File: src/rtl/ffr_pkg.sv
package ffr_pkg;

  typedef enum logic [1:0] {
    RM_SINGLE = 2'd0,
    RM_DUAL   = 2'd1,
    RM_QUAD   = 2'd2,
    RM_RSVD   = 2'd3
  } rd_mode_e;

  typedef enum logic [2:0] {
    SQ_IDLE,
    SQ_CMD,
    SQ_ADDR,
    SQ_MODE,
    SQ_DUMMY,
    SQ_DATA,
    SQ_GAP
  } seq_e;

  function automatic logic [7:0] op_code(rd_mode_e m);
    case (m)
      RM_DUAL: return 8'h3B;
      RM_QUAD: return 8'hEB;
      default: return 8'h0B;
    endcase
  endfunction

  function automatic rd_mode_e norm_mode(logic [1:0] raw);
    case (raw)
      2'd1:    return RM_DUAL;
      2'd2:    return RM_QUAD;
      default: return RM_SINGLE;
    endcase
  endfunction

endpackage

File: src/rtl/ffr_addr_track.sv
module ffr_addr_track #(
  parameter int ADDR_W = 24
) (
  input  logic              clk,
  input  logic              rst_n,
  input  logic              load,
  input  logic [ADDR_W-1:0] load_addr,
  input  logic              wrap_en,
  input  logic [1:0]        win_sel,
  input  logic              step,
  output logic [ADDR_W-1:0] addr,
  output logic              win_end
);
  logic [ADDR_W-1:0] addr_q;
  logic [ADDR_W-1:0] mask;
  logic [ADDR_W-1:0] addr_inc;
  logic [ADDR_W-1:0] addr_next;

  always_comb begin
    mask      = ADDR_W'((32'd8 << win_sel) - 32'd1);
    addr_inc  = addr_q + ADDR_W'(1);
    addr_next = wrap_en ? ((addr_q & ~mask) | (addr_inc & mask)) : addr_inc;
  end

  assign win_end = wrap_en && ((addr_q & mask) == mask);
  assign addr    = addr_q;

  always_ff @(posedge clk or negedge rst_n) begin
    if (!rst_n)    addr_q <= '0;
    else if (load) addr_q <= load_addr;
    else if (step) addr_q <= addr_next;
  end
endmodule

File: src/rtl/ffr_rx_assemble.sv
module ffr_rx_assemble
  import ffr_pkg::*;
(
  input  logic     clk,
  input  logic     rst_n,
  input  logic     clr,
  input  logic     shift_en,
  input  rd_mode_e mode,
  input  logic [3:0] io_in,
  output logic [7:0] byte_next,
  output logic     last_slot
);
  logic [7:0] acc_q;
  logic [2:0] slot_q;

  always_comb begin
    case (mode)
      RM_QUAD: begin
        byte_next = {acc_q[3:0], io_in};
        last_slot = (slot_q == 3'd1);
      end
      RM_DUAL: begin
        byte_next = {acc_q[5:0], io_in[1], io_in[0]};
        last_slot = (slot_q == 3'd3);
      end
      default: begin
        byte_next = {acc_q[6:0], io_in[1]};
        last_slot = (slot_q == 3'd7);
      end
    endcase
  end

  always_ff @(posedge clk or negedge rst_n) begin
    if (!rst_n) begin
      acc_q  <= '0;
      slot_q <= '0;
    end else if (clr) begin
      slot_q <= '0;
    end else if (shift_en) begin
      acc_q  <= byte_next;
      slot_q <= last_slot ? 3'd0 : slot_q + 3'd1;
    end
  end
endmodule

File: src/rtl/ffr_fast_read.sv
module ffr_fast_read
  import ffr_pkg::*;
#(
  parameter int ADDR_W       = 24,
  parameter int LEN_W        = 16,
  parameter int DUMMY_SINGLE = 8,
  parameter int DUMMY_DUAL   = 4,
  parameter int DUMMY_QUAD   = 4,
  parameter int MODE_CLKS    = 2,
  parameter int GAP_CYC      = 2
) (
  input  logic              clk,
  input  logic              rst_n,
  input  logic              req_valid,
  output logic              req_ready,
  input  logic [ADDR_W-1:0] req_addr,
  input  logic [1:0]        req_mode,
  input  logic [LEN_W-1:0]  req_len,
  input  logic              req_wrap,
  input  logic [1:0]        req_wsel,
  output logic              rd_valid,
  input  logic              rd_ready,
  output logic [7:0]        rd_data,
  output logic              rd_last,
  output logic              fl_cs_n,
  output logic              fl_sck,
  output logic [3:0]        fl_io_out,
  output logic [3:0]        fl_io_oe,
  input  logic [3:0]        fl_io_in
);
  localparam int TX_W    = ADDR_W + 8;
  localparam int CNT_MAX = ADDR_W + DUMMY_SINGLE + DUMMY_DUAL + DUMMY_QUAD + MODE_CLKS + GAP_CYC + 8;
  localparam int CNT_W   = $clog2(CNT_MAX + 1);

  seq_e              state_q;
  rd_mode_e          mode_q;
  rd_mode_e          req_mode_n;
  logic              ph_q;
  logic [CNT_W-1:0]  cnt_q;
  logic [CNT_W-1:0]  dummy_last;
  logic [TX_W-1:0]   txsr_q;
  logic [LEN_W-1:0]  rem_q;
  logic              wrap_q;
  logic [1:0]        wsel_q;
  logic              again_q;
  logic              out_valid_q;
  logic [7:0]        out_data_q;
  logic              out_last_q;

  logic              accept;
  logic              shift_en;
  logic              last_slot;
  logic              byte_done;
  logic              stall;
  logic              turn_phase;
  logic              active;
  logic [7:0]        byte_next;
  logic [ADDR_W-1:0] cur_addr;
  logic              win_end;

  assign req_mode_n = norm_mode(req_mode);
  assign accept     = req_valid && (state_q == SQ_IDLE);
  assign shift_en   = (state_q == SQ_DATA) && ph_q;
  assign byte_done  = shift_en && last_slot;
  assign stall      = (state_q == SQ_DATA) && !ph_q && last_slot && out_valid_q && !rd_ready;
  assign turn_phase = (state_q == SQ_DUMMY) || (state_q == SQ_DATA);
  assign active     = (state_q != SQ_IDLE) && (state_q != SQ_GAP);

  ffr_addr_track #(.ADDR_W(ADDR_W)) addr_i (
    .clk       (clk),
    .rst_n     (rst_n),
    .load      (accept),
    .load_addr (req_addr),
    .wrap_en   (wrap_q),
    .win_sel   (wsel_q),
    .step      (byte_done),
    .addr      (cur_addr),
    .win_end   (win_end)
  );

  ffr_rx_assemble rx_i (
    .clk       (clk),
    .rst_n     (rst_n),
    .clr       (state_q != SQ_DATA),
    .shift_en  (shift_en),
    .mode      (mode_q),
    .io_in     (fl_io_in),
    .byte_next (byte_next),
    .last_slot (last_slot)
  );

  always_comb begin
    case (mode_q)
      RM_DUAL: dummy_last = CNT_W'(DUMMY_DUAL - 1);
      RM_QUAD: dummy_last = CNT_W'(DUMMY_QUAD - 1);
      default: dummy_last = CNT_W'(DUMMY_SINGLE - 1);
    endcase
  end

  always_ff @(posedge clk or negedge rst_n) begin
    if (!rst_n) begin
      state_q     <= SQ_IDLE;
      mode_q      <= RM_SINGLE;
      ph_q        <= 1'b0;
      cnt_q       <= '0;
      txsr_q      <= '0;
      rem_q       <= '0;
      wrap_q      <= 1'b0;
      wsel_q      <= '0;
      again_q     <= 1'b0;
      out_valid_q <= 1'b0;
      out_data_q  <= '0;
      out_last_q  <= 1'b0;
    end else begin
      if (rd_ready) out_valid_q <= 1'b0;
      case (state_q)
        SQ_IDLE: begin
          if (accept && (req_len != '0)) begin
            mode_q  <= req_mode_n;
            rem_q   <= req_len;
            wrap_q  <= req_wrap;
            wsel_q  <= req_wsel;
            txsr_q  <= {op_code(req_mode_n), req_addr};
            cnt_q   <= CNT_W'(7);
            again_q <= 1'b0;
            state_q <= SQ_CMD;
          end
        end
        SQ_GAP: begin
          if (cnt_q != '0) begin
            cnt_q <= cnt_q - CNT_W'(1);
          end else if (again_q) begin
            txsr_q  <= {op_code(mode_q), cur_addr};
            cnt_q   <= CNT_W'(7);
            again_q <= 1'b0;
            state_q <= SQ_CMD;
          end else begin
            state_q <= SQ_IDLE;
          end
        end
        default: begin
          if (!ph_q) begin
            if (!stall) ph_q <= 1'b1;
          end else begin
            ph_q <= 1'b0;
            if (cnt_q != '0) cnt_q <= cnt_q - CNT_W'(1);
            case (state_q)
              SQ_CMD: begin
                txsr_q <= {txsr_q[TX_W-2:0], 1'b0};
                if (cnt_q == '0) begin
                  state_q <= SQ_ADDR;
                  cnt_q   <= (mode_q == RM_QUAD) ? CNT_W'(ADDR_W/4 - 1) : CNT_W'(ADDR_W - 1);
                end
              end
              SQ_ADDR: begin
                if (mode_q == RM_QUAD) txsr_q <= {txsr_q[TX_W-5:0], 4'b0000};
                else                   txsr_q <= {txsr_q[TX_W-2:0], 1'b0};
                if (cnt_q == '0) begin
                  if (mode_q == RM_QUAD) begin
                    state_q <= SQ_MODE;
                    cnt_q   <= CNT_W'(MODE_CLKS - 1);
                  end else begin
                    state_q <= SQ_DUMMY;
                    cnt_q   <= dummy_last;
                  end
                end
              end
              SQ_MODE: begin
                if (cnt_q == '0) begin
                  state_q <= SQ_DUMMY;
                  cnt_q   <= dummy_last;
                end
              end
              SQ_DUMMY: begin
                if (cnt_q == '0) state_q <= SQ_DATA;
              end
              SQ_DATA: begin
                if (last_slot) begin
                  out_valid_q <= 1'b1;
                  out_data_q  <= byte_next;
                  out_last_q  <= (rem_q == LEN_W'(1));
                  rem_q       <= rem_q - LEN_W'(1);
                  if (rem_q == LEN_W'(1)) begin
                    state_q <= SQ_GAP;
                    again_q <= 1'b0;
                    cnt_q   <= CNT_W'(GAP_CYC - 1);
                  end else if (win_end) begin
                    state_q <= SQ_GAP;
                    again_q <= 1'b1;
                    cnt_q   <= CNT_W'(GAP_CYC - 1);
                  end
                end
              end
              default: state_q <= SQ_IDLE;
            endcase
          end
        end
      endcase
    end
  end

  always_comb begin
    fl_io_out = 4'b0000;
    fl_io_oe  = 4'b0000;
    if (active) begin
      if ((mode_q != RM_QUAD) || (state_q == SQ_CMD)) begin
        fl_io_out[3:2] = 2'b11;
        fl_io_oe[3:2]  = 2'b11;
      end
      case (state_q)
        SQ_CMD: begin
          fl_io_out[0] = txsr_q[TX_W-1];
          fl_io_oe[0]  = 1'b1;
        end
        SQ_ADDR: begin
          if (mode_q == RM_QUAD) begin
            fl_io_out = txsr_q[TX_W-1 -: 4];
            fl_io_oe  = 4'b1111;
          end else begin
            fl_io_out[0] = txsr_q[TX_W-1];
            fl_io_oe[0]  = 1'b1;
          end
        end
        SQ_MODE: begin
          fl_io_out = 4'b0000;
          fl_io_oe  = 4'b1111;
        end
        default: ;
      endcase
    end
  end

  assign req_ready = (state_q == SQ_IDLE);
  assign fl_cs_n   = !active;
  assign fl_sck    = ph_q;
  assign rd_valid  = out_valid_q;
  assign rd_data   = out_data_q;
  assign rd_last   = out_last_q;

endmodule

File: config.mk
export PLATFORM = sky130hd
export DESIGN_NAME = ffr_fast_read
export DESIGN_NICKNAME = d
export VERILOG_FILES = /design/src/rtl/ffr_pkg.sv /design/src/rtl/ffr_addr_track.sv /design/src/rtl/ffr_rx_assemble.sv /design/src/rtl/ffr_fast_read.sv
export SDC_FILE = /design/constraint.sdc
export NUM_CORES = 1
export LEC_CHECK = 0
export CAP_MARGIN = 20
export CORE_MARGIN = 1.5
export CORE_UTILIZATION = 62
export CTS_CLUSTER_DIAMETER = 50
export DETAILED_ROUTE_END_ITERATION = 8
export PLACE_DENSITY_LB_ADDON = 0.1
export SYNTH_ARGS = -nofsm -noshare
export SYNTH_HDL_FRONTEND = slang
export SYNTH_SLANG_ARGS = --single-unit
File: constraint.sdc
create_clock -name clk -period 6.7 [get_ports clk]
set_input_delay 1.005 -clock clk [delete_from_list [all_inputs] [get_ports clk]]
set_output_delay 1.005 -clock clk [all_outputs]
set_load 0.01 [all_outputs]
-- Word level (Yosys, flattened, before mapping)
Index checks and enable logic that the tools add are counted.
Widths: inputs -> output; s select.
- register bits: 108
- bits in latches: 0
- bits in writable memories: 0
- ROM bits: 0
- bits of input ports: 53
- memories: 0
- add/subtract/negate cells: 5
- multipliers: 0
- divide/modulo/power cells: 0
- magnitude comparators: 0
- equality and inequality tests: 30
- shifts and indexed selects: 1
- muxes and demuxes: 78
- bitwise operators: 8
- reduce and logical (&&, ||, !) cells: 40
- operators by type and width (operator ; number):
    $mux 32 ; 5
    $pmux 32 s2 ; 2
    $and 24x24->24 ; 3
    $mux 24 ; 3
    $mux 6 ; 12
    $mux 16 ; 4
    $mux 3 ; 17
    $pmux 8 s2 ; 3
    $pmux 16 s2 ; 1
    $add 24x1->24 const B ; 1
    $eq 24x24->1 ; 1
    $not 24->24 ; 1
    $or 24x24->24 ; 1
    $pmux 6 s4 ; 1
    $shl 4x2->24 const A ; 1
    $sub 24x1->24 const B ; 1
    $pmux 3 s2 ; 3
    $mux 1 ; 17
    $eq 16x1->1 const B ; 1
    $ne 4x3->1 const B ; 4
    $reduce_bool 16->1 ; 1
    $sub 16x1->16 const B ; 1
    $pmux 3 s5 ; 1
    $eq 3x3->1 const B ; 4
    other kinds (35) ; 73

-- Depth between registers and ports, before layout
Gate-level depths: netlist (run 1).
- depth after elaboration: 11
- gate-level depth with buffers: 10
- depth with buffers taken out: 9

-- Cells and area by module
Synthesis (run 1) repeated with hierarchy kept, for this count alone.
- cell total of the unflattened synthesis: 751
- area total of the unflattened synthesis: 6936.7 um2
- by module, submodules not included (module ; instances ; cells each ; area an instance (um2) ; seq. area each (um2)):
    ffr_fast_read ; 1 ; 495 ; 4658.2 ; 1851.8
    ffr_addr_track ; 1 ; 191 ; 1631.6 ; 600.6
    ffr_rx_assemble ; 1 ; 65 ; 646.9 ; 250.2

-- Least setup slack after synthesis (run 1)
OpenSTA, ideal clock, no wires.
- path type: reg2out
- start point: reg state_q[1]
- end point: out fl_io_oe[3]
- arrival time: 1781 ps
- path slack: 3914 ps
- stages on the path, launching flop included: 10
- path buffers: 4
- cell sequence: dfrtp_1 nor2b_1 buf_4 and2_1 buf_2 nor2_4 inv_2 buf_2 a21oi_1 buf_4
- word-level cells in the longest chain between the ends: 6
- ends and longest elaborated chain (element ; RTL line ; RTL):
    start, declared ; ffr_fast_read.sv:35 ; seq_e state_q;
    start signal, assigned ; ffr_fast_read.sv:102 ; state_q <= SQ_IDLE;
    start signal, assigned ; ffr_fast_read.sv:126 ; state_q <= SQ_CMD;
    start signal, assigned ; ffr_fast_read.sv:136 ; state_q <= SQ_CMD;
    $eq 3x1->1 ; ffr_fast_read.sv:206 ; if ((mode_q != RM_QUAD) || (state_q == SQ_CMD)) begin
    $logic_or 1x1->1 ; ffr_fast_read.sv:206 ;
    $mux 2 ; ffr_fast_read.sv:206 ;
    $mux 3 ; ffr_fast_read.sv:216 ; if (mode_q == RM_QUAD) begin
    $pmux 3 s2 ; ffr_fast_read.sv:210 ; case (state_q)
    $mux 4 (*) ; ffr_fast_read.sv:205 ; if (active) begin
    end, declared ; ffr_fast_read.sv:28 ; output logic [3:0] fl_io_oe,
Every way passes the cells marked *; elsewhere a longest branch is shown, timed or not.

-- Final worst setup path (run 1)
- start point: reg state_q[2]
- end point: out req_ready
- word-level cells in the longest chain between the ends: 1
- ends and longest elaborated chain (element ; RTL line ; RTL):
    $logic_not 3->1 ; ffr_fast_read.sv:233 ; assign req_ready = (state_q == SQ_IDLE);
    end, declared ; ffr_fast_read.sv:15 ; output logic req_ready,
No other way between the ends.

==> results.md, run 1 <==
- CTS saw 108 sinks.
- The area enclosed by the die boundary is 0.0113 mm^2.
- The share of total power dissipated in combinational logic is 48.1%.
- The placeable core region is 0.0104 mm^2.
- After layout, the worst path uses 64.8% of the clock period.
- The actual slew at the worst max-slew pin is 1240 ps.
- The power density over the cells is 449 mW/mm^2.
- The final standard cell utilization of the core is 73.1%.
- By area, the combinational part of the netlist is dominated by compound AO/OA/AOI/OAI gates.
- The top cell types in the final layout, fill and taps aside, are 108 x a21oi_1, 108 x dfrtp_1, 107 x nand2_1.
- The routed layout has 6,153 vias.
- The clock input transition at the sequential cells of the worst setup and hold paths is 100 ps.
- Setup violations remaining at the end of the flow were counted as 0.
- The headroom to the max-slew limit is 17.6%.
- The setup TNS after final layout is 0 ps.
- The initial utilization of the core area, before any placement, comes to 64.0%.
- The count of buffers added on input and output ports is 73.
- The sequential element share of the synthesized area is 40.7%.
- Measured in cells, the most critical reg-to-reg path has a length of 7.
- Routability-driven placement finished with a final weighted congestion of 0.901.
- The signal on the critical path passes through or3_1 > inv_2 > buf_4 > clkdlybuf4s50_1.
- Net switching is 44.9% of the power.
- The count of antenna-violating nets left after detailed routing is 0.
- After detailed placement, the total cell area comes to 0.00731 mm^2.
- The worst path in the final design needs a cycle of 4340 ps, including I/O delays and setup.
- The number of antenna cells inserted is 0.
- The reported leakage power is 3.05 nW.
- Counting the buffers created by CTS gives 9.
- The critical path ends at req_ready.
- The synthesized netlist devotes 23.9% of its cell area to compound gates.
- The final hold violation count is 0.
- The first-pass detailed-route iteration total is 6.
- Tracing the worst setup path back leads to its startpoint at state_q[2]$_DFFE_PN0P_.
- The synthesized netlist devotes 3.55% of its cell area to XOR and XNOR gates.
- In this run the number of H-tree levels came out at 3.
- Overall power consumption after layout is estimated at 3.41 mW.
- The number of antenna violations at the first check in global routing is 0.
- The design internal power is 1.88 mW.
- The maximum operating frequency is 0.230 GHz.
- Setup repair after global routing left no endpoint under its margin.
- The net switching power is 1.53 mW.
- The gate count after technology mapping is 788.
- At the later pin of the worst-skew pair, clock insertion delay measures 390 ps.
- After detailed routing, the average wire length per cell comes to 17.9 um.
- The path category of the worst min-delay check is reg -> reg.
- From left edge to right edge, the die measures 106 um.
- Across the VDD grid, the largest voltage drop is 0.000264 V.
- The area growth from synthesis to final layout is 14.3%.
- The overall global routing resource usage is 31.4%.
- Counting the fill cells in the layout gives 834.
- The row count is 37.
- The mean instance size in the synthesized netlist is 8.42 um^2.
- The post-synthesis share of cell area spent on and, or, nand and nor gates is 22.5%.
- The adder-cell share of the synthesized area is 2.83%.
- Data on the critical path is required at its endpoint by 5690 ps.
- The hold buffer count at CTS is 0.
- Ranked by total cell area, the synthesized netlist is headed by dfrtp_1 41%, a21oi_1 8.1%, nand2_1 6.1%.
- Once the clock tree was built, the resizer swapped 0 gates to a different size.
- The sequential share of power is 38.1%.
- TritonCTS built the clock tree.
- For this run, asynchronously set or reset flops after synthesis account for 100%.
- For this run, the slowest stage of the critical path takes 740 ps.
- The number of pins exceeding their max-slew limit in the final report is 0.
- The number of global-route vias before repair is 5,806.
- The endpoint arrival time on the critical path is 3340 ps.
- The share of synthesized area in the top cell type comes to 40.7%.
- The worst clock skew is 11.5 ps.
- The maximum fanout count along the critical path is 69.
- The number of nets handed over by synthesis was 856.
- The net count of the finished layout is 894.
- The max-capacitance violation count is 0.
- The post-CTS setup buffer count is 0.
- The per-cell via count in the routed design is 6.38.
- In the routed design, unresolved DRC markers number 0.
- The netlist area before placement is 0.00664 mm^2.
- The worst hold margin is 493 ps.
- The critical path's slowest cell is or3_1.
- Yosys mapped the design onto 79 distinct sky130hd cell types.
- The worst setup path is captured at a primary output.
- The post-route standard cell area excluding fillers is 0.00758 mm^2.
- The count of buffering cells on the critical path with inverters included is 3.
- The number of logic stages on the critical path including buffering is 4.
- In this run, synthesis inferred 0 flip-flops with an integrated enable.
- The half-perimeter wire length of the detailed placement result is 11,700 um.
- The global-route wire length before repair is 28,300 um.
- Summed over all layers, the routed wires come to 17,300 um.
- The portion of synthesized area spent on multiplexers is 1.32%.
- The count of routing violations after the opening detailed-route iteration is 524.
- The kind of start point of the critical path is a flop.
- The root buffer cell chosen for the clock tree is clkbuf_8.
- In this run the critical register-to-register path is launched from state_q[2]$_DFFE_PN0P_.
- 74 I/O pins were placed.
- The cell family with the largest share of critical-path delay is buffers and inverters.
- The proportion of power drawn by the clock network is 13.8%.
- The predominant post-synthesis flop cell is dfrtp_1.
- Summed over all layers, the global routing overflow is 0.
- The library cell with the largest summed area after synthesis is dfrtp_1.
- Cells with a size suffix above 1 make up 7.00% of the layout.
- The y dimension of the die is 106 um.
- The largest net degree at the start of global routing is 70.
- The synthesized flop and latch total is 108.
- The deepest clock path buffer count is 2.
- The register-to-register setup slack is 3010 ps.
- The category of the critical setup timing path is reg -> out.
- The run finished with clean final reports.
- The total of warnings raised by yosys is 0.
[cells in the mapped netlist (all sizes together) (3+ instances only)]
cell	count
a21oi	108
dfrtp	108
nand2	108
nor2	96
o21ai	58
clkbuf	30
nand3	26
buf	24
a221oi	23
inv	20
xor2	17
ha	15
nor3	13
nor4	13
a22oi	12
nand2b	9
nand4	9
xnor2	9
mux2	6
o2bb2ai	6
a31oi	5
and2	5
and3	5
nor2b	5
o211ai	5
a21o	3
a222oi	3
a311oi	3
a41oi	3
and4	3
o21a	3
or4	3
[layer usage]
metal | track usage (%) | routed length, um | vias up
li1 | - | - | 2907
met1 | 41.4 | 7390 | 2929
met2 | 52.0 | 8350 | 288
met3 | 6.56 | 1260 | 29
met4 | 10.2 | 309 | 0
met5 | 0 | 0 | -
[per-stage QoR]
| step | setup slack, ps | std cells |
|---|---|---|
| after floorplan | 3910 | 788 |
| after global placement | 2500 | 949 |
| after detailed placement | 2380 | 949 |
| after CTS | 1920 | 963 |
| after global routing | 2200 | 965 |
| final | 2360 | 965 |
[final cells by class]
class	instances	area, um^2	area share, %
Tap cell	136	170	2.24
Clock inverter	5	103	1.35
Sequential cell	108	2700	35.6
Multi-Input combinational cell	606	3590	47.4
Inverter	20	75.1	0.990
Clock buffer	9	124	1.63
Timing Repair Buffer	81	816	10.8
[worst min-delay path by stage]
stage	start	endpoint	slack (ps)	cells after the start
detailed placement	rd_data[6]$_DFFE_PN0P_	rd_data[6]$_DFFE_PN0P_	470	2
global placement	rd_data[5]$_DFFE_PN0P_	rd_data[5]$_DFFE_PN0P_	460	2
CTS	rd_data[6]$_DFFE_PN0P_	rd_data[6]$_DFFE_PN0P_	500	2
finish	rd_data[6]$_DFFE_PN0P_	rd_data[6]$_DFFE_PN0P_	490	2
global route	rd_last$_DFFE_PN0P_	rd_last$_DFFE_PN0P_	520	2
floorplan	rx_i.acc_q[6]$_DFFE_PN0P_	rx_i.acc_q[6]$_DFFE_PN0P_	450	2
[cell families after synthesis]
family                   after synthesis
multiplexers                           8
adder cells (fa/ha/maj)               15
AO/OA/AOI/OAI                        252
XOR/XNOR                              26
flip-flops                           108
buffers and inverters                 74
AND/OR/NAND/NOR                      305
[power by group through the flow]
| stage | clock (mW) | sequential (mW) | combinational [mW] |
|---|---|---|---|
| 3_5_place_dp | 0 | 1.29 | 1.60 |
| 4_1_cts | 0.477 | 1.28 | 1.62 |
| 2_1_floorplan | 0 | 1.15 | 1.34 |
| 3_3_place_gp | 0 | 1.28 | 1.55 |
| 5_1_grt | 0.499 | 1.34 | 1.83 |
| 6_report | 0.471 | 1.30 | 1.64 |
[worst register-to-register path: cells and delay by family (launching register included)]
kind | cells | cell delay, ps
and+or+nand+nor | 2 | 1380
buffers and inverters | 3 | 1200
DFF | 1 | 710
AOI/OAI and AO/OA | 2 | 270
Note: power is estimated with default switching activity, not from simulation.
==> inputs of run 2 (changes only) <==
--- a/config.mk
+++ b/config.mk
@@ -7,7 +7,7 @@
 export LEC_CHECK = 0
 export CAP_MARGIN = 20
 export CORE_MARGIN = 1.5
-export CORE_UTILIZATION = 62
+export CORE_UTILIZATION = 57
 export CTS_CLUSTER_DIAMETER = 50
 export DETAILED_ROUTE_END_ITERATION = 8
 export PLACE_DENSITY_LB_ADDON = 0.1
==> constraint.sdc (replaced) <==
create_clock -name clk -period 4.1 [get_ports clk]
set_input_delay 0.615 -clock clk [delete_from_list [all_inputs] [get_ports clk]]
set_output_delay 0.615 -clock clk [all_outputs]
set_load 0.01 [all_outputs]
==> run 2 against run 1 <==
  * Sequential power up 61%
  * Final area up 1.3%
  * Critical path depth unchanged
  * First-iteration DRC count up 28%
  * Critical endpoint unchanged
  * Utilization down 5.6 points
  * Worst setup slack worse by 1600 ps
  * Register-to-register slack worse by 1900 ps
  * Combinational power up 67%
  * Non-clock buffer count up 8
  * Via count up 0.67%
  * Die area up 8.5%
  * Highest routed layer unchanged
==> results.md, run 2 (synthesis gave the netlist of run 1 again) <==
- The first global-routing pass estimated 29,400 um of wire.
- The startpoint identified for the worst register-to-register timing path is state_q[1]$_DFFE_PN0P_.
- Port buffering added 73 buffers.
- For this run, the total global-route usage over all layers was measured as 29.1%.
- The number of pins exceeding their max-slew limit in the final report is 0.
- The floorplan step defined a die boundary enclosing 0.0123 mm^2.
- The headroom to the max-slew limit is 35.6%.
- The final hold violation count is 0.
- The data required time at the worst endpoint is 3480 ps.
- The setup path with the least slack is of type reg -> out.
- The number of cell instances on the worst register-to-register path is 7.
- The reported leakage power is 3.10 nW.
- The endpoint arrival time on the critical path is 2750 ps.
- Clock tree synthesis selected as its root buffer the cell clkbuf_16.
- TritonCTS built the clock tree.
- The register-to-register setup slack is 1140 ps.
- The fraction of final layout cells with drive strength greater than 1 is 7.87%.
- The setup slack at placement is 773 ps.
- No sink is reached through more buffers than the 2 on the longest clock path.
- In the layout the commonest cells are 108 x a21oi_1, 108 x dfrtp_1, 107 x nand2_1.
- The worst setup slack after layout is 734 ps.
- The initial cell density of the core is 58.4%.
- The actual slew at the worst max-slew pin is 966 ps.
- The area growth from synthesis to final layout is 15.7%.
- Summed over all layers, the global routing overflow is 0.
- Measured along the x axis, the die boundary spans 111 um.
- The level count of the clock H-tree is 3.
- The placed cell area is 0.00739 mm^2.
- STA classifies the critical path startpoint as a flop.
- The first-pass detailed-route iteration total is 6.
- Once detail routing completed, the nets flagged for antenna violations numbered 0.
- After routing the design area is 0.00768 mm^2.
- The insertion delay of the later-clocked pin in the worst-skew pair is 360 ps.
- The finished layout holds 982 standard cells, fillers aside.
- The count of final setup violators is 0.
- The power density over the cells is 733 mW/mm^2.
- The number of global-route vias before repair is 6,015.
- From bottom edge to top edge, the die measures 111 um.
- The count of instances resized after the clock tree is built is 0.
- Routability-driven placement finished with a final weighted congestion of 0.870.
- The placed instance count is 965.
- The clock input transition at the sequential cells of the worst setup and hold paths is 70 ps.
- After routing, the total negative slack on setup checks comes to 0 ps.
- The worst clock skew is 6.33 ps.
- Tracing the worst setup path back leads to its startpoint at state_q[0]$_DFFE_PN0P_.
- The number of clock sinks is 108.
- The tightest min-delay check is of the in -> async type.
- The net count of the finished layout is 902.
- Dividing the detail-routed via count by the number of cells gives 6.31.
- The maximum operating frequency is 0.297 GHz.
- STA classifies the critical path endpoint as a primary output.
- The floorplan has 39 rows.
- Detailed placement finished with a half-perimeter wire length of 12,100 um.
- The routed design has 17,300 um of wire.
- The count of pins on the block boundary is 74.
- The flow ran to the end, and the final reports show no timing, DRC or antenna violations.
- After detailed routing, the number of remaining DRC violations is 0.
- The post-route fraction of the period consumed by the critical path is 82.1%.
- The count of routing violations after the opening detailed-route iteration is 673.
- The layout has 945 filler cells.
- The post-CTS setup buffer count is 0.
- The maximum fanout count along the critical path is 69.
- Setup repair after global routing left no endpoint under its margin.
- 0 antenna diodes ended up in the layout.
- The core region is 0.0114 mm^2.
- The number of antenna violations at the first check in global routing is 0.
- The TritonCTS buffer count is 9.
- VDD sags by at most 0.000499 V.
- The detailed-route wire length per cell is 17.6 um.
- For the finished layout, the period the worst path requires is 3370 ps.
- The endpoint identified for the worst register-to-register timing path is txsr_q[1]$_DFFE_PN0P_.
- Hold repair after CTS inserted 0 buffers.
- The max-capacitance violation count is 0.
- The largest net degree at the start of global routing is 79.
- The detailed router placed 6,194 vias in this run.
==> run 2: final cells by class <==
cell class / count / area, um^2 / share of cell area (%)
inverter: 20 / 75.1 / 0.978
clock buffer: 11 / 233 / 3.03
clock inverter: 5 / 28.8 / 0.375
timing repair buffer: 89 / 868 / 11.3
sequential: 108 / 2700 / 35.2
tap: 143 / 179 / 2.33
multi-input combinational: 606 / 3590 / 46.8
==> run 2: report_power, final <==
| group | total [mW] | internal (mW) | switching (mW) |
|---|---|---|---|
| clock network | 0.798 | 0.410 | 0.388 |
| logic | 2.74 | 1.16 | 1.58 |
| registers | 2.09 | 1.53 | 0.555 |
| total | 5.63 | 3.10 | 2.53 |
==> run 2: metal layers <==
metal	global-route usage [%]	wire length [um]
met5	0	0
met4	12.1	423
met3	5.85	1210
met2	47.4	8390
met1	38.1	7260
==> run 2: how the worst max path moves through the flow <==
stage	slack, ps	endpoint
final	730	req_ready
after global routing	650	req_ready
after CTS	750	req_ready
after detailed placement	770	txsr_q[22]$_DFFE_PN0P_
after global placement	880	txsr_q[7]$_DFFE_PN0P_
after floorplan	1700	fl_io_oe[3]
==> run 2: worst max-delay path, stage by stage, from the launching register on <==
cell	delay, ps
dfrtp_1	560
or3_1	460
inv_2	100
buf_4	570
clkdlybuf4s50_1	670
==> run 2: through the flow <==
| step | hold slack (ps) | utilization (%) | total power [mW] |
|---|---|---|---|
| global route | 122 | 67.5 | 6.08 |
| CTS | 462 | 67.3 | 5.61 |
| global placement | 465 | 65.0 | 4.69 |
| detailed placement | 476 | 65.0 | 4.79 |
| finish | 118 | 67.5 | 5.63 |
| floorplan | 319 | - | 4.07 |
==> inputs of run 3 (changes only) <==
==> constraint.sdc (replaced) <==
create_clock -name clk -period 3.4 [get_ports clk]
set_input_delay 0.51 -clock clk [delete_from_list [all_inputs] [get_ports clk]]
set_output_delay 0.51 -clock clk [all_outputs]
set_load 0.01 [all_outputs]
==> run 3 against run 2 <==
  * Count of clock-buffer cells in the layout grew 2
  * Routed wire length shrank 0.11%
  * Sequential power grew 18%
  * Non-clock buffer count grew 5
  * Total power grew 24%
  * Final area grew 1.1%
  * Worst setup slack lost 430 ps
  * Sequential share of layout area shrank 0.37 points
  * Hold slack gained 68 ps
  * Critical endpoint is now fl_io_oe[2]
  * Largest power group unchanged
==> results.md, run 3 (synthesis gave the netlist of run 1 again) <==
- Registers take 0.00270 mm^2.
- The first-pass detailed-route iteration total is 5.
- The kind of cell with the highest combined delay along the critical path is buffers and inverters.
- The row count is 39.
- The worst clock skew is 8.58 ps.
- The post-route fraction of the period consumed by the critical path is 91.0%.
- The worst setup path is captured at a primary output.
- The setup slack at placement is 274 ps.
- The max-capacitance violation count is 0.
- For this design, the sink count on the clock tree is 108.
- The number of global-route vias before repair is 5,922.
- The count of input and output buffers is 73.
- The count of pins on the block boundary is 74.
- The fraction of final layout cells with drive strength greater than 1 is 8.53%.
- The floorplan step defined a die boundary enclosing 0.0123 mm^2.
- The number of buffers and inverters on the critical path is 4.
- The top cell types in the final layout, fill and taps aside, are 108 x a21oi_1, 108 x dfrtp_1, 107 x nand2_1.
- In the final timing run, aggregate negative setup slack is 0 ps.
- The minimum clock period is 3090 ps.
- Power spread over the standard cell area amounts to 898 mW/mm^2.
- The number of setup buffers added after CTS is 0.
- The hold buffer count at CTS is 0.
- The die is 111 um tall.
- The register-to-register setup slack is 610 ps.
- In this run the number of H-tree levels came out at 3.
- The flow ran to the end, and the final reports show no timing, DRC or antenna violations.
- The global-route wire length before repair is 29,300 um.
- The residual overflow from global routing is 0.
- The actual slew at the worst max-slew pin is 932 ps.
- The number of vias after detailed routing is 6,207.
- Setup repair after global routing left no endpoint under its margin.
- The CTS tree is built.
- The endpoint arrival time on the critical path is 2580 ps.
- At the end of routability-driven placement, the weighted congestion stood at 0.923.
- The count of final setup violators is 0.
- The count of instances resized after the clock tree is built is 0.
- The final hold violation count was 0.
- The initial utilization of the core area, before any placement, comes to 58.4%.
- The worst setup path is launched from a flop.
- The path category of the worst min-delay check is in -> async.
- For this block, the routed nets add up to 17,300 um of wire.
- The overall global routing resource usage is 29.3%.
- On the critical path, the stage with the largest delay is an instance of clkdlybuf4s50_1.
- The endpoint of the worst setup timing path is fl_io_oe[2].
- The maximum operating frequency is 0.323 GHz.
- The net count of the finished layout is 907.
- The fill cell total of the finished layout is 962.
- The worst setup slack after layout is 307 ps.
- The longest clock path from root to sink contains 2 buffers.
- The final routed DRC violation total is 0.
- The endpoint of the worst register-to-register path is txsr_q[2]$_DFFE_PN0P_.
- The largest single stage delay on the critical path is 570 ps.
- In this run, the number of DRC markers left after iteration 0 of detailed routing was 569.
- After detailed routing, the average wire length per cell comes to 17.5 um.
- The number of clock buffers added by TritonCTS is 9.
- The worst setup path is of the reg -> out kind.
- The core region is 0.0114 mm^2.
- The clock reaches the later pin of the worst-skew pair after 360 ps.
- The data required time at the worst endpoint is 2890 ps.
- The count of nets left with antenna violations once routing finished came out at 0.
- The area growth from synthesis to final layout is 17.0%.
- The number of pins exceeding their max-slew limit in the final report is 0.
- The number of antenna cells inserted is 0.
- The number of antenna violations at the first check in global routing is 0.
- The cell at the root of the clock tree is clkbuf_16.
- Measured on the finished design, the core utilization comes to 68.3%.
- The headroom to the max-slew limit is 37.8%.
- The critical path runs through a total of 7 cells.
- The maximum fanout count along the critical path is 9.
- The number of cell instances on the worst register-to-register path is 7.
- In this run the static leakage power is 3.15 nW.
- The half-perimeter wire length of the detailed placement result is 12,200 um.
- The source of the worst register-to-register timing path is state_q[1]$_DFFE_PN0P_.
- In this design, the critical path's most frequently occurring cell is inv_2.
- The clock input transition at the sequential cells of the worst setup and hold paths is 70 ps.
- The highest ir drop seen on vdd is 0.000561 V.
- Summing all multi-input logic gate instances after layout gives 0.00359 mm^2.
- The critical path starts at state_q[1]$_DFFE_PN0P_.
- In the routed layout, each cell is associated on average with a via count of 6.29.
- The post-route standard cell area excluding fillers is 0.00776 mm^2.
- The die is 111 um wide.
- Entering global routing, the biggest net connects 57 pins.
- The placed cell area is 0.00745 mm^2.
- Traced cell by cell, the critical path runs through buf_4 > or3_1 > inv_2 > nor2_4 > inv_2 > a21oi_1 > clkdlybuf4s50_1.
==> run 3: cell count changes in the layout (fill, tap and decap cells not counted) <==
cell,before,now
clkbuf_1,2,1
bufinv_16,0,1
buf_16,1,0
clkbuf_8,0,3
buf_4,16,21
buf_12,0,1
clkinv_2,4,1
==> run 3: power breakdown <==
group	switching, mW	internal (mW)
sequential	0.614	1.85
combinational	1.97	1.43
clock	0.480	0.633
==> run 3: final cells by class <==
cell class	count	share of cell area (%)
Timing Repair Buffer	94	11.6
Clock buffer	13	3.48
Clock inverter	3	0.564
Inverter	20	0.967
Sequential cell	108	34.8
Tap cell	143	2.31
Multi-Input combinational cell	606	46.3
==> run 3: metal layers <==
metal	wire length, um	GRT usage [%]
met1	7570	39.6
met3	1160	6.72
met4	429	11.0
met2	8110	46.0
met5	0	0
==> run 3: how the worst min path moves through the flow <==
stage	startpoint	endpoint	slack, ps	depth (start not counted)
2_1_floorplan	rst_n	async pin	210	0
3_3_place_gp	rd_last$_DFFE_PN0P_	rd_last$_DFFE_PN0P_	460	2
3_5_place_dp	rd_data[7]$_DFFE_PN0P_	rd_data[7]$_DFFE_PN0P_	470	2
4_1_cts	rst_n	rd_data[7]$_DFFE_PN0P_	220	1
5_1_grt	rst_n	rd_data[5]$_DFFE_PN0P_	250	1
6_report	rst_n	rd_data[7]$_DFFE_PN0P_	190	1
==> run 3: worst reg2reg max path, cell delays in order, from the launching register on <==
cell      delay [ps]
dfrtp_1          530
buf_4            220
or3_1            260
o221ai_2         220
a221oi_4         750
buf_4            500
nor2_1           110
a21oi_1          130
==> run 3: per-stage QoR <==
step,power (mW),hold WS (ps),std cells
after floorplan,4.91,214,788
after global placement,5.74,462,971
after detailed placement,5.83,472,971
after CTS,6.96,218,987
after global routing,7.51,252,987
final,6.97,186,987
